$ cat config.mk
export PLATFORM = sky130hd
export DESIGN_NAME = sd_cmd_issuer
export DESIGN_NICKNAME = d
export VERILOG_FILES = /design/src/rtl/sd_cmd_issuer.sv
export SDC_FILE = /design/constraint.sdc
export NUM_CORES = 1
export LEC_CHECK = 0
export CAP_MARGIN = 25
export CORE_UTILIZATION = 67
export CTS_CLUSTER_DIAMETER = 40
export DETAILED_ROUTE_END_ITERATION = 10
export DONT_BUFFER_PORTS = 1
export GPL_TIMING_DRIVEN = 0
export PLACE_DENSITY_LB_ADDON = 0.05
export SETUP_SLACK_MARGIN = 0.2
export SYNTH_ARGS = -nofsm -noshare
export SYNTH_HDL_FRONTEND = slang
export SYNTH_SLANG_ARGS = --single-unit
$ cat constraint.sdc
create_clock -name clk -period 3.55 [get_ports clk]
set_clock_uncertainty 0.05 [all_clocks]
set_input_delay 1.065 -clock clk [delete_from_list [all_inputs] [get_ports clk]]
set_output_delay 1.065 -clock clk [all_outputs]
set_load 0.1 [all_outputs]
$ cat src/rtl/sd_cmd_issuer.sv
module sd_cmd_issuer #(
  parameter int POLL_LIMIT = 5000
) (
  input  logic        clk,
  input  logic        rst_n,
  input  logic        req_valid,
  input  logic [5:0]  req_index,
  input  logic [31:0] req_arg,
  input  logic [6:0]  req_crc,
  input  logic        req_hold,
  output logic        done,
  output logic [7:0]  resp_status,
  output logic        resp_timeout,
  output logic        cs_n,
  output logic        xfer_start,
  output logic [7:0]  xfer_tx,
  input  logic        xfer_valid,
  input  logic [7:0]  xfer_rx
);

  localparam int CW       = $clog2(POLL_LIMIT + 1);
  localparam int LAST_IDX = 5;
  localparam logic [7:0] FILL = 8'hFF;

  typedef enum logic [2:0] {ST_IDLE, ST_FRAME, ST_POLL, ST_TAIL, ST_DONE} st_t;

  st_t          st_q;
  logic [2:0]   idx_q;
  logic [CW-1:0] poll_q;
  logic         pend_q;
  logic         hold_q;
  logic [5:0]   index_q;
  logic [31:0]  arg_q;
  logic [6:0]   crc_q;
  logic [7:0]   status_q;
  logic         tmo_q;
  logic         cs_q;
  logic         start_q;
  logic [7:0]   tx_q;
  logic [7:0]   frame_byte;

  wire got_byte  = pend_q && xfer_valid;
  wire need_xfer = !pend_q && (st_q == ST_FRAME || st_q == ST_POLL || st_q == ST_TAIL);
  wire last_poll = (poll_q == CW'(POLL_LIMIT - 1));

  always_comb begin
    case (idx_q)
      3'd0:    frame_byte = {2'b01, index_q};
      3'd1:    frame_byte = arg_q[31:24];
      3'd2:    frame_byte = arg_q[23:16];
      3'd3:    frame_byte = arg_q[15:8];
      3'd4:    frame_byte = arg_q[7:0];
      3'd5:    frame_byte = {crc_q, 1'b1};
      default: frame_byte = FILL;
    endcase
  end

  always_ff @(posedge clk or negedge rst_n) begin
    if (!rst_n) begin
      st_q     <= ST_IDLE;
      idx_q    <= '0;
      poll_q   <= '0;
      pend_q   <= 1'b0;
      hold_q   <= 1'b0;
      index_q  <= '0;
      arg_q    <= '0;
      crc_q    <= '0;
      status_q <= FILL;
      tmo_q    <= 1'b0;
      cs_q     <= 1'b1;
      start_q  <= 1'b0;
      tx_q     <= FILL;
    end else begin
      start_q <= 1'b0;
      if (need_xfer) begin
        start_q <= 1'b1;
        pend_q  <= 1'b1;
        tx_q    <= (st_q == ST_FRAME) ? frame_byte : FILL;
      end
      case (st_q)
        ST_IDLE: begin
          if (req_valid) begin
            index_q <= req_index;
            arg_q   <= req_arg;
            crc_q   <= req_crc;
            hold_q  <= req_hold;
            idx_q   <= '0;
            cs_q    <= 1'b0;
            st_q    <= ST_FRAME;
          end
        end
        ST_FRAME: begin
          if (got_byte) begin
            pend_q <= 1'b0;
            if (idx_q == 3'(LAST_IDX)) begin
              poll_q <= '0;
              st_q   <= ST_POLL;
            end else begin
              idx_q <= idx_q + 3'd1;
            end
          end
        end
        ST_POLL: begin
          if (got_byte) begin
            pend_q <= 1'b0;
            if (!xfer_rx[7]) begin
              status_q <= xfer_rx;
              tmo_q    <= 1'b0;
              if (hold_q) begin
                st_q <= ST_DONE;
              end else begin
                cs_q <= 1'b1;
                st_q <= ST_TAIL;
              end
            end else if (last_poll) begin
              status_q <= FILL;
              tmo_q    <= 1'b1;
              cs_q     <= 1'b1;
              st_q     <= ST_TAIL;
            end else begin
              poll_q <= poll_q + 1'b1;
            end
          end
        end
        ST_TAIL: begin
          if (got_byte) begin
            pend_q <= 1'b0;
            st_q   <= ST_DONE;
          end
        end
        default: st_q <= ST_IDLE;
      endcase
    end
  end

  assign done         = (st_q == ST_DONE);
  assign resp_status  = status_q;
  assign resp_timeout = tmo_q;
  assign cs_n         = cs_q;
  assign xfer_start   = start_q;
  assign xfer_tx      = tx_q;

endmodule


==> Yosys cells after proc, flatten, opt, wreduce, memory -nomap -nowiden <==
Index checks and enable logic that the tools add are counted.
{ "classes": {"n_addsub": 2, "n_mul": 0, "div_mod_pow": 0, "magnitude_cmp": 0, "n_eq_ne": 21, "shifts": 0, "mux": 34, "n_bitwise": 0, "n_reduce_logical": 17} }
{ "ops": {"columns": ["operator", "n"], "rows": [
  ["$mux W13", 5],
  ["$pmux W8 S6", 1],
  ["$mux W3", 11],
  ["$pmux W13 S2", 1],
  ["$mux W8", 3],
  ["$ne A2 B2 Y1 const B", 7],
  ["$add A13 B1 Y13 const B", 1],
  ["$eq A13 B13 Y1 const B", 1],
  ["$eq A3 B2 Y1 const B", 4],
  ["$pmux W3 S4", 1],
  ["$reduce_and A6 Y1", 2],
  ["$mux W1", 10],
  ["$eq A3 B3 Y1 const B", 3],
  ["$eq A3 B1 Y1 const B", 2],
  ["$logic_not A3 Y1", 2],
  ["$ne A3 B3 Y1 const B", 2],
  ["$pmux W3 S2", 1],
  ["$reduce_bool A2 Y1", 3],
  ["$reduce_and A5 Y1", 1],
  ["$ne A2 B1 Y1 const B", 2],
  ["$reduce_and A4 Y1", 1],
  ["$add A3 B1 Y3 const B", 1],
  ["$reduce_and A3 Y1", 1],
  ["$reduce_or A3 Y1", 1],
  ["5 further kinds", 7]
]} }
{ "word_totals": {"reg_bits": 85, "latch_bits": 0, "ram_bits": 0, "rom_bits": 0, "output_inout_bits": 20, "word_cells": 87, "n_memories": 0} }

==> Longest topological paths before layout <==
Gate-level depths: netlist of the first run.
{ "logic_depth": {"depth_word": 7, "mapped_depth": 7} }

==> Worst setup path before layout of the first run <==
Ideal clock, no wire load.
{ "synth_path": {"path_kind": "register to output", "start": "register st_q[0]", "end": "output done", "t_arrival_ns": 1.543, "required_time_ns": 2.435, "slack_ns": 0.892, "path_stages_with_launch": 4, "path_cell_list": "dfrtp_1 clkbuf_1 nor2_1 and2_1"} }
{ "synth_via": {"elab_chain_len": 1} }
{ "synth_lines": {"columns": ["item", "line_no", "source"], "rows": [
  ["from (decl)", "27", "st_t st_q;"],
  ["from (signal assigned)", "60", "st_q <= ST_IDLE;"],
  ["from (signal assigned)", "89", "st_q <= ST_FRAME;"],
  ["from (signal assigned)", "97", "st_q <= ST_POLL;"],
  ["$eq A3 B3 Y1", "136", "assign done = (st_q == ST_DONE);"],
  ["to (decl)", "11", "output logic done,"]
]} }
No other way between the ends.

==> Final worst setup path of the first run <==
Same ends and word-level chain as after synthesis.

==> metrics.txt, run 1 <==
outcome=finished, final reports clean; first-pass GRT wire length=14690 microns; Worst Max-Slew Pin Slew=1.030 ns; Filler cells=404; diode count=0; # rows=27; commonest cells after routing, fill and taps aside=nand2_1 (153), dfrtp_1 (68), clkbuf_1 (24), a31oi_1 (23), nor2_1 (20); post-synthesis cell type count=49; initial antenna violation count=0; Chip Height=between 70 and 80 microns; DRT Pass-1 Iters=6; RSZ-0062 raised after global routing=false; syn_nets=502; Fin. Hold Viols=0; period utilization=89.84%; Fmax=313.5 MHz; clk_lat worst skew=approximately 0.36 ns; Num CTS Buffers=9; DP HPWL=6136 microns; Die X-Extent=79.14 microns; worst vdd ir=0.5570 mV; Seq cells post-synth=85; Critical Path End Type=primary output; pin count of the biggest net entering global routing=86; IO buf count=0; Cell Chain, Critical Path=clkbuf_1 -> nor2_1 -> and2_1; Leak=between 2 and 2.5 nW; synth-to-layout area growth=6.905%; crit path max-delay cell type=and2_1; worst stage delay on the critical path=0.83 ns; Ys Warns=0; setup violators final=0; clk slew on worst S/H paths=0.09 ns; Pwr Total=just over 4 mW; Worst EP arrival=2.07 ns; Hold WC Path Type=primary input to async pin; syn_area_per_cell=9.101 sq um; Post-CTS Repair Setup Buffers=0; Root Driver=clkbuf_8; number of enable flip-flop cells after synthesis=0; Synth Flop Type=dfrtp_1; sequential area share after synthesis=53.89%; Starting Density=71.08%; total gr overflow=0; DR vias=about 3300; DP Area=4076 sq um; layout cell share with drive strength beyond 1=under 10%; CTS Sinks=85; CP Launch Type=register; area occupied by multi-input gates=1663 sq um; fin crit period=between 3 and 4 ns; final WL=approximately 9000 microns; Buf+Inv Stages, Crit Path=1; Post-Syn Instances=438; DRC Markers=0; post-layout net count=513; Max Slew Vio Count=0; # hold bufs at CTS=0; CP Data Required Time=2.43 ns; CTS H-tree depth=3; Synth Cell Area=3986 sq um; Reg area=2148 sq um; crit path kind=register to primary output; post-DR vias/cell=6.236; Max-slew headroom=about 31%; post_cts resized=0; routability congestion estimate=0.9060; DRT antenna net count=0; async set or reset register ratio after synthesis=between 90% and 100%; Max clock buf depth=2; 1st-iter DRT viols=410; largest delay contributor family on the critical path=simple AND/OR/NAND/NOR gates; commonest non-fill, non-tap cell in the layout=nand2_1; # IOs=between 70 and 80; max_cap viols=0; number of global-route vias before repair=3085; post-route cell area=4262 sq um; Fin Setup TNS=0 ns; Total Routing Usage GR=between 30% and 40%; DIE AREA=6262 sq um; crit-path max FO=10; placeable core area=approximately 5600 sq um; TritonCTS clock tree=built; Power Density=944.9 nW/um^2; per-cell routed wire length=17.14 microns
-- logic make-up after synthesis --
kind of cell	count (synthesis)	synth area share (%)
DFF	85	53.89
adders and majority gates	6	1.883
muxes	7	2.103
and+or+nand+nor	214	23.41
AOI/OAI and AO/OA	83	14.31
buffers and inverters	43	4.394
-- cells in the mapped netlist, drive strengths merged, types with 2 or more instances --
cell type | number | area (sq um)
a22oi | 3 | 22.52
mux2i | 2 | 20.02
a31oi | 23 | 143.9
nor2 | 20 | 75.07
nand2 | 153 | 574.3
dfstp | 17 | 446.7
a41oi | 3 | 26.28
mux2 | 5 | 63.81
a22o | 5 | 43.79
a221oi | 3 | 26.28
nor3 | 5 | 30.03
nand3 | 5 | 25.02
a21oi | 18 | 90.09
inv | 16 | 60.05
or4 | 2 | 15.01
clkbuf | 22 | 82.58
ha | 6 | 75.07
nand2b | 6 | 37.54
a21bo | 2 | 20.02
nor3b | 9 | 67.56
buf | 5 | 32.53
o21a | 2 | 15.01
and2 | 4 | 25.02
dfrtp | 68 | 1702
o21ai | 10 | 50.05
nand4 | 3 | 18.77
a222oi | 6 | 60.06
-- path summary, 6_finish.rpt --
kind / startpoint / end / slack [ns] / depth (start not counted)
max: st_q[0] / done / 0.36 / 3
min in group clk: arg_q[26] / arg_q[26] / 0.44 / 2
max in group asynchronous: rst_n / cs_n / 2.90 / 0
min: rst_n / crc_q[4] / 0.34 / 0
max reg2reg: st_q[0] / xfer_tx[6] / 1.11 / 6
min reg2reg: arg_q[26] / arg_q[26] / 0.44 / 2
-- power breakdown --
part	internal [mW]	total, mW	switching [mW]	leakage [nW]
Clock	0.324	0.667	0.344	0.0971
Combinational	0.441	1.13	0.686	0.875
Sequential	1.41	2.23	0.824	1.04
-- state kept, by name (all words and copies together), names as in the netlist, 3 cells and up --
name         flops
xfer_tx          8
arg_q           32
st_q             3
resp_status      8
crc_q            7
poll_q          13
idx_q            3
index_q          6
-- through the flow --
stage	instances	hold slack [ns]	utilization [%]	setup slack, ns
after floorplan	438	0.3879	-	0.8924
after global placement	510	0.4047	72.69	0.8062
after detailed placement	510	0.4130	72.69	0.7630
after CTS	526	0.3341	75.99	0.3645
after global routing	526	0.3173	75.99	0.2782
final	526	0.3385	75.99	0.3605
-- routing by layer --
metal / global-route usage [%] / wire length [microns] / up-vias
met4: 11.64 / 223 / 0
met1: 44.87 / 3962 / 1598
met3: 6.667 / 616 / 23
met5: 0 / 0 / -
met2: 46.81 / 4216 / 145
li1: - / - / 1514
-- cell type report --
class | instances | area share (%)
Sequential cell | 85 | 50.41
Multi-Input combinational cell | 310 | 39.02
Clock buffer | 11 | 3.083
Buffer | 27 | 2.701
Tap cell | 72 | 2.114
Inverter | 16 | 1.409
Clock inverter | 5 | 1.262
No activity file was read; power rests on OpenSTA's default activity.
==> inputs of run 2 (changes only) <==
--- a/config.mk
+++ b/config.mk
@@ -5,8 +5,10 @@
 export SDC_FILE = /design/constraint.sdc
 export NUM_CORES = 1
 export LEC_CHECK = 0
+export ABC_AREA = 1
 export CAP_MARGIN = 25
-export CORE_UTILIZATION = 67
+export CORE_ASPECT_RATIO = 0.8
+export CORE_UTILIZATION = 50
 export CTS_CLUSTER_DIAMETER = 40
 export DETAILED_ROUTE_END_ITERATION = 10
 export DONT_BUFFER_PORTS = 1
==> run 2 against run 1 <==
Compared with the run above: wire length up 9.0%; critical endpoint unchanged; setup slack better by 0.33 ns; worst hold slack worse by 0.0073 ns; register-to-register slack better by 0.45 ns; global-route usage down 6.6 points; critical path type unchanged; clock power down 6.0%; highest routed layer unchanged; sequential power up 2%; non-clock buffer count down 12.
==> metrics.txt, run 2 <==
Worst Max-Slew Pin Slew=1.018 ns; Fin. Hold Viols=0; Max-slew headroom=between 30% and 40%; DRT Pass-1 Iters=4; syn_nets=between 600 and 700; total gr overflow=0; Root Driver=clkbuf_8; sequential area share after synthesis=50.44%; RSZ-0062 raised after global routing=false; CTS H-tree depth=3; DIE AREA=8893 sq um; Fin Setup TNS=0 ns; post-layout net count=approximately 640; Worst EP arrival=around 1.8 ns; # IOs=78; DRT antenna net count=0; Synth Area in Simple Gates=between 30 and 40%; worst vdd ir=0.7466 mV; Buf+Inv Stages, Crit Path=0; # rows=29; post-synthesis cell type count=32; Top Registers=arg_q: 32 flops, poll_q: 13 flops; Num CTS Buffers=9; post-DR vias/cell=5.013; Post-Syn Instances=569; Worst Slack Setup Final=between 0.6 and 0.7 ns; multiplexer area fraction after synthesis=0%; top-count cell post-synth=nand2_1; Max Slew Vio Count=0; Post-CTS Repair Setup Buffers=0; synth-to-layout area growth=7.609%; max_cap viols=0; placeable core area=between 8000 and 9000 sq um; layout cell share with drive strength beyond 1=11.62%; Critical Path End Type=primary output; setup violators final=0; fin crit period=2.863 ns; largest family of logic cells by synthesized area=simple AND/OR/NAND/NOR gates; syn_area_per_cell=7.485 sq um; max FFs per register=32; Synth Flop Type=dfrtp_1; async set or reset register ratio after synthesis=100.0%; Seq cells post-synth=85; crit path kind=register to primary output; WP depth=1; R2R depth=11; Synth Cell Area=~4300 sq um; CP Launch Type=register; post_cts resized=0; worst stage delay on the critical path=0.88 ns; Total Routing Usage GR=24.59%; largest reg by FF count=arg_q; worst r2r dst=xfer_tx[3]; TritonCTS clock tree=built; number of global-route vias before repair=3378; largest delay contributor family on the critical path=simple AND/OR/NAND/NOR gates; CTS Sinks=85; Ys Warns=0; final WL=9831 microns; first-pass GRT wire length=16840 microns; 1st-iter DRT viols=207; clk slew on worst S/H paths=approximately 0.090 ns; Hold WC Path Type=primary input to async pin; Synth top cells by count=nand2_1 (277), dfrtp_1 (68), inv_1 (42), nor2_1 (38), nand3_1 (24); Power Density=897.5 nW/um^2; Synth Area in Adders=around 1.8%; DRC Markers=0; clk_lat worst skew=0.37 ns; IO buf count=0; commonest non-fill, non-tap cell in the layout=nand2_1; crit-path max FO=6; CP Data Required Time=~2.4 ns; per-cell routed wire length=between 10 and 15 microns; Post-Place Setup Slack=roughly 1.1 ns; XOR/XNOR Fraction of Synth Area=0.4113%; crit path max-delay cell type=nor3_4; outcome=finished, final reports clean; commonest cells after routing, fill and taps aside=nand2_1 (277), dfrtp_1 (68), inv_1 (42), nor2_1 (38), nand3_1 (24); DP HPWL=7248 microns; flop-to-flop setup slack=1.56 ns; pin count of the biggest net entering global routing=86; routability congestion estimate=between 0.8 and 0.9; cell taking the most area after synthesis=dfrtp_1; Synth area leaders=dfrtp_1 (40%), nand2_1 (24%), dfstp_2 (10%); diode count=0; initial antenna violation count=0; Max clock buf depth=2; Compound-Gate Fraction of Synth Area=under 10%; Die X-Extent=roughly 110 microns; Chip Height=approximately 85 microns; period utilization=80.65%; # hold bufs at CTS=0; number of enable flip-flop cells after synthesis=0; FF-to-FF Start=idx_q[2]; Starting Density=52.64%; final hold slack=0.3312 ns; Fmax=349.3 MHz; DR vias=3474; Synth top area share=39.95%; Cell Chain, Critical Path=nor3_4; Leak=about 2.3 nW
[run 2: kinds of logic after synthesis]
group	count (synthesis)
simple gates	370
flops	85
buf+inv	64
compound gates	42
fa+ha+maj	6
xor+xnor	2
[run 2: worst max path at each step]
stage               endpoint     from
floorplan               done  st_q[0]
global placement        done  st_q[0]
detailed placement      done  st_q[0]
CTS                     done  st_q[0]
global route            done  st_q[0]
finish                  done  st_q[0]
[run 2: cell type report]
cell class	instances	area [sq um]
flip-flops and latches	85	2148
fillers	764	3508
multi-input cells	420	1856
well taps	108	135.1
inverters	49	186.4
clock inverters	5	36.28
clock buffers	11	141.4
plain buffers	15	80.08
[run 2: power by group]
| part | leakage, nW | total, mW | internal, mW | switching (mW) |
|---|---|---|---|---|
| Combinational | 1.20 | 1.21 | 0.389 | 0.821 |
| Clock | 0.0815 | 0.627 | 0.273 | 0.354 |
| Sequential | 1.05 | 2.28 | 1.40 | 0.873 |
| Total | 2.33 | 4.11 | 2.07 | 2.05 |
[run 2: layer usage]
| metal | vias to the layer above | part of all wire [%] | track usage [%] |
|---|---|---|---|
| met3 | 10 | 6.9 | 7.376 |
| met4 | 0 | 1.2 | 6.530 |
| li1 | 1780 | - | - |
| met2 | 108 | 41 | 34.87 |
| met1 | 1576 | 51 | 36.50 |
| met5 | - | 0 | 0 |
[run 2: metrics by stage]
| step | utilization [%] | cell area, sq um | power, mW | instances |
|---|---|---|---|---|
| 3_5_place_dp | 54.45 | 4405 | 3.509 | 677 |
| 5_1_grt | 56.64 | 4583 | 4.407 | 693 |
| 2_1_floorplan | - | 4264 | 3.158 | 569 |
| 6_report | 56.64 | 4583 | 4.113 | 693 |
| 4_1_cts | 56.64 | 4583 | 4.144 | 693 |
| 3_3_place_gp | 54.37 | 4399 | 3.457 | 677 |
[run 2: worst register-to-register path: stages, from the launching register on]
cell and delay, ns:
dfrtp_1 0.37, clkbuf_1 0.18, inv_1 0.09, ha_1 0.15
clkbuf_1 0.32, inv_1 0.11, nand3_1 0.10, nor2_1 0.07
nor2_4 0.22, nand3_1 0.10, o21ai_0 0.10, inv_1 0.06
==> inputs of run 3 (changes only) <==
==> constraint.sdc (replaced) <==
create_clock -name clk -period 2.7 [get_ports clk]
set_clock_uncertainty 0.05 [all_clocks]
set_input_delay 0.81 -clock clk [delete_from_list [all_inputs] [get_ports clk]]
set_output_delay 0.81 -clock clk [all_outputs]
set_load 0.1 [all_outputs]
==> run 3 against run 2 <==
Compared with the run above: die area unchanged; first-iteration DRC count shrank 22%; sequential cell count unchanged; critical path depth is the same; critical endpoint unchanged; highest routed layer unchanged.
==> metrics.txt, run 3 (synthesis results as in run 2) <==
DIE AREA=8893 sq um; Top Registers=arg_q: 32 flops, poll_q: 13 flops; placeable core area=8092 sq um; # hold bufs at CTS=0; worst stage delay on the critical path=0.79 ns; largest reg by FF count=arg_q; DRT Pass-1 Iters=5; post-layout net count=649; worst vdd ir=1.151 mV; Chip Height=84.55 microns; final WL=10040 microns; CP Data Required Time=1.84 ns; TritonCTS clock tree=built; commonest cells after routing, fill and taps aside=nand2_1 (277), dfrtp_1 (66), inv_1 (41), nor2_1 (38), nand3_1 (24); initial antenna violation count=0; largest delay contributor family on the critical path=simple AND/OR/NAND/NOR gates; crit-path max FO=6; clk slew on worst S/H paths=0.09 ns; DRC Markers=0; setup violators final=0; non-filler cells in the finished layout=698; # rows=29; post-DR vias/cell=5.119; number of global-route vias before repair=3518; flop-to-flop setup slack=0.73 ns; Fin Setup TNS=0 ns; Die X-Extent=105.2 microns; DP HPWL=a little over 7000 microns; Pwr Total=5.571 mW; routability congestion estimate=0.8338; first-pass GRT wire length=17020 microns; CTS Sinks=between 80 and 90; commonest non-fill, non-tap cell in the layout=nand2_1; outcome=finished, final reports clean; post-layout util=57.38%; Worst EP arrival=1.62 ns; 1st-iter DRT viols=161; Hold WC Path Type=primary input to async pin; Fin. Hold Viols=0; layout cell share with drive strength beyond 1=around 13%; post-route cell area=4643 sq um; max FFs per register=32; Max Slew Vio Count=0; max_cap viols=0; # placed instances=around 680; DP Area=around 4400 sq um; diode count=0; synth-to-layout area growth=9.019%; crit path max-delay cell type=nor3_4; Leak=about 2.4 nW; # IOs=just under 80; period utilization=91.96%; Critical Path End Type=primary output; total gr overflow=0; per-cell routed wire length=14.39 microns; Starting Density=between 50 and 60%; DR vias=3573; IO buf count=0; Total Routing Usage GR=24.52%; clk_lat worst skew=0.35 ns; Fmax=402.7 MHz; Buf+Inv Stages, Crit Path=0; Cell Chain, Critical Path=nor3_4; crit path kind=register to primary output; Power Density=around 1200 nW/um^2; Max-slew headroom=between 30% and 40%; fin crit period=between 2 and 2.5 ns; Root Driver=clkbuf_8; pin count of the biggest net entering global routing=86; Worst Max-Slew Pin Slew=about 1 ns; CP Launch Type=register; Num CTS Buffers=9; Max clock buf depth=2; Filler cells=761; DRT antenna net count=0; CTS H-tree depth=3; RSZ-0062 raised after global routing=true
==> run 3: cell count changes in the layout (fill, tap and decap cells not counted), sizes merged <==
cell / previous run / this run
inv: 49 / 51
clkinv: 2 / 3
buf: 12 / 17
clkbuf: 14 / 13
bufinv: 0 / 1
clkinvlp: 3 / 0
==> run 3: power breakdown <==
group          switching [mW]  internal [mW]
combinational            1.12          0.546
sequential               1.14           1.85
clock                   0.480          0.437
==> run 3: final timing paths <==
path / start / endpoint / cells past startpoint
max: st_q[0] / done / 1
min: rst_n / arg_q[24] / 0
max reg2reg: idx_q[2] / xfer_tx[5] / 11
min reg2reg: arg_q[3] / arg_q[3] / 2
max in group asynchronous: rst_n / xfer_tx[3] / 0
min in group clk: arg_q[3] / arg_q[3] / 2
==> run 3: final cells by class <==
type | count | area [sq um] | area share, %
Buffer | 15 | 80.08 | 1.725
Timing Repair Buffer | 5 | 37.54 | 0.8084
Sequential cell | 85 | 2151 | 46.32
Tap cell | 108 | 135.1 | 2.910
Inverter | 49 | 186.4 | 4.015
Clock inverter | 6 | 70.07 | 1.509
Multi-Input combinational cell | 420 | 1856 | 39.96
Clock buffer | 10 | 127.6 | 2.749
==> run 3: stage by stage <==
step | worst slack [ns] | hold WS [ns]
after global routing | 0.1359 | 0.06002
final | 0.2170 | 0.09342
after CTS | 0.2013 | 0.07896
after detailed placement | 0.4974 | 0.4088
after floorplan | 0.5489 | 0.3922
after global placement | 0.5017 | 0.4031
==> run 3: per-layer routing <==
layer  track usage, %  vias up  routed length [microns]
met3            5.823        8                      792
met4            5.634        0                       80
met5                0        -                        0
li1                 -     1795                        -
met2            34.93      126                     4240
met1            37.74     1644                     4931
==> run 3: timing repair <==
item                       4_1_cts  5_1_grt
pin swaps                        1        1
setup buffers                    3        2
setup endpoints to repair        1        1
gates resized for setup          3        0
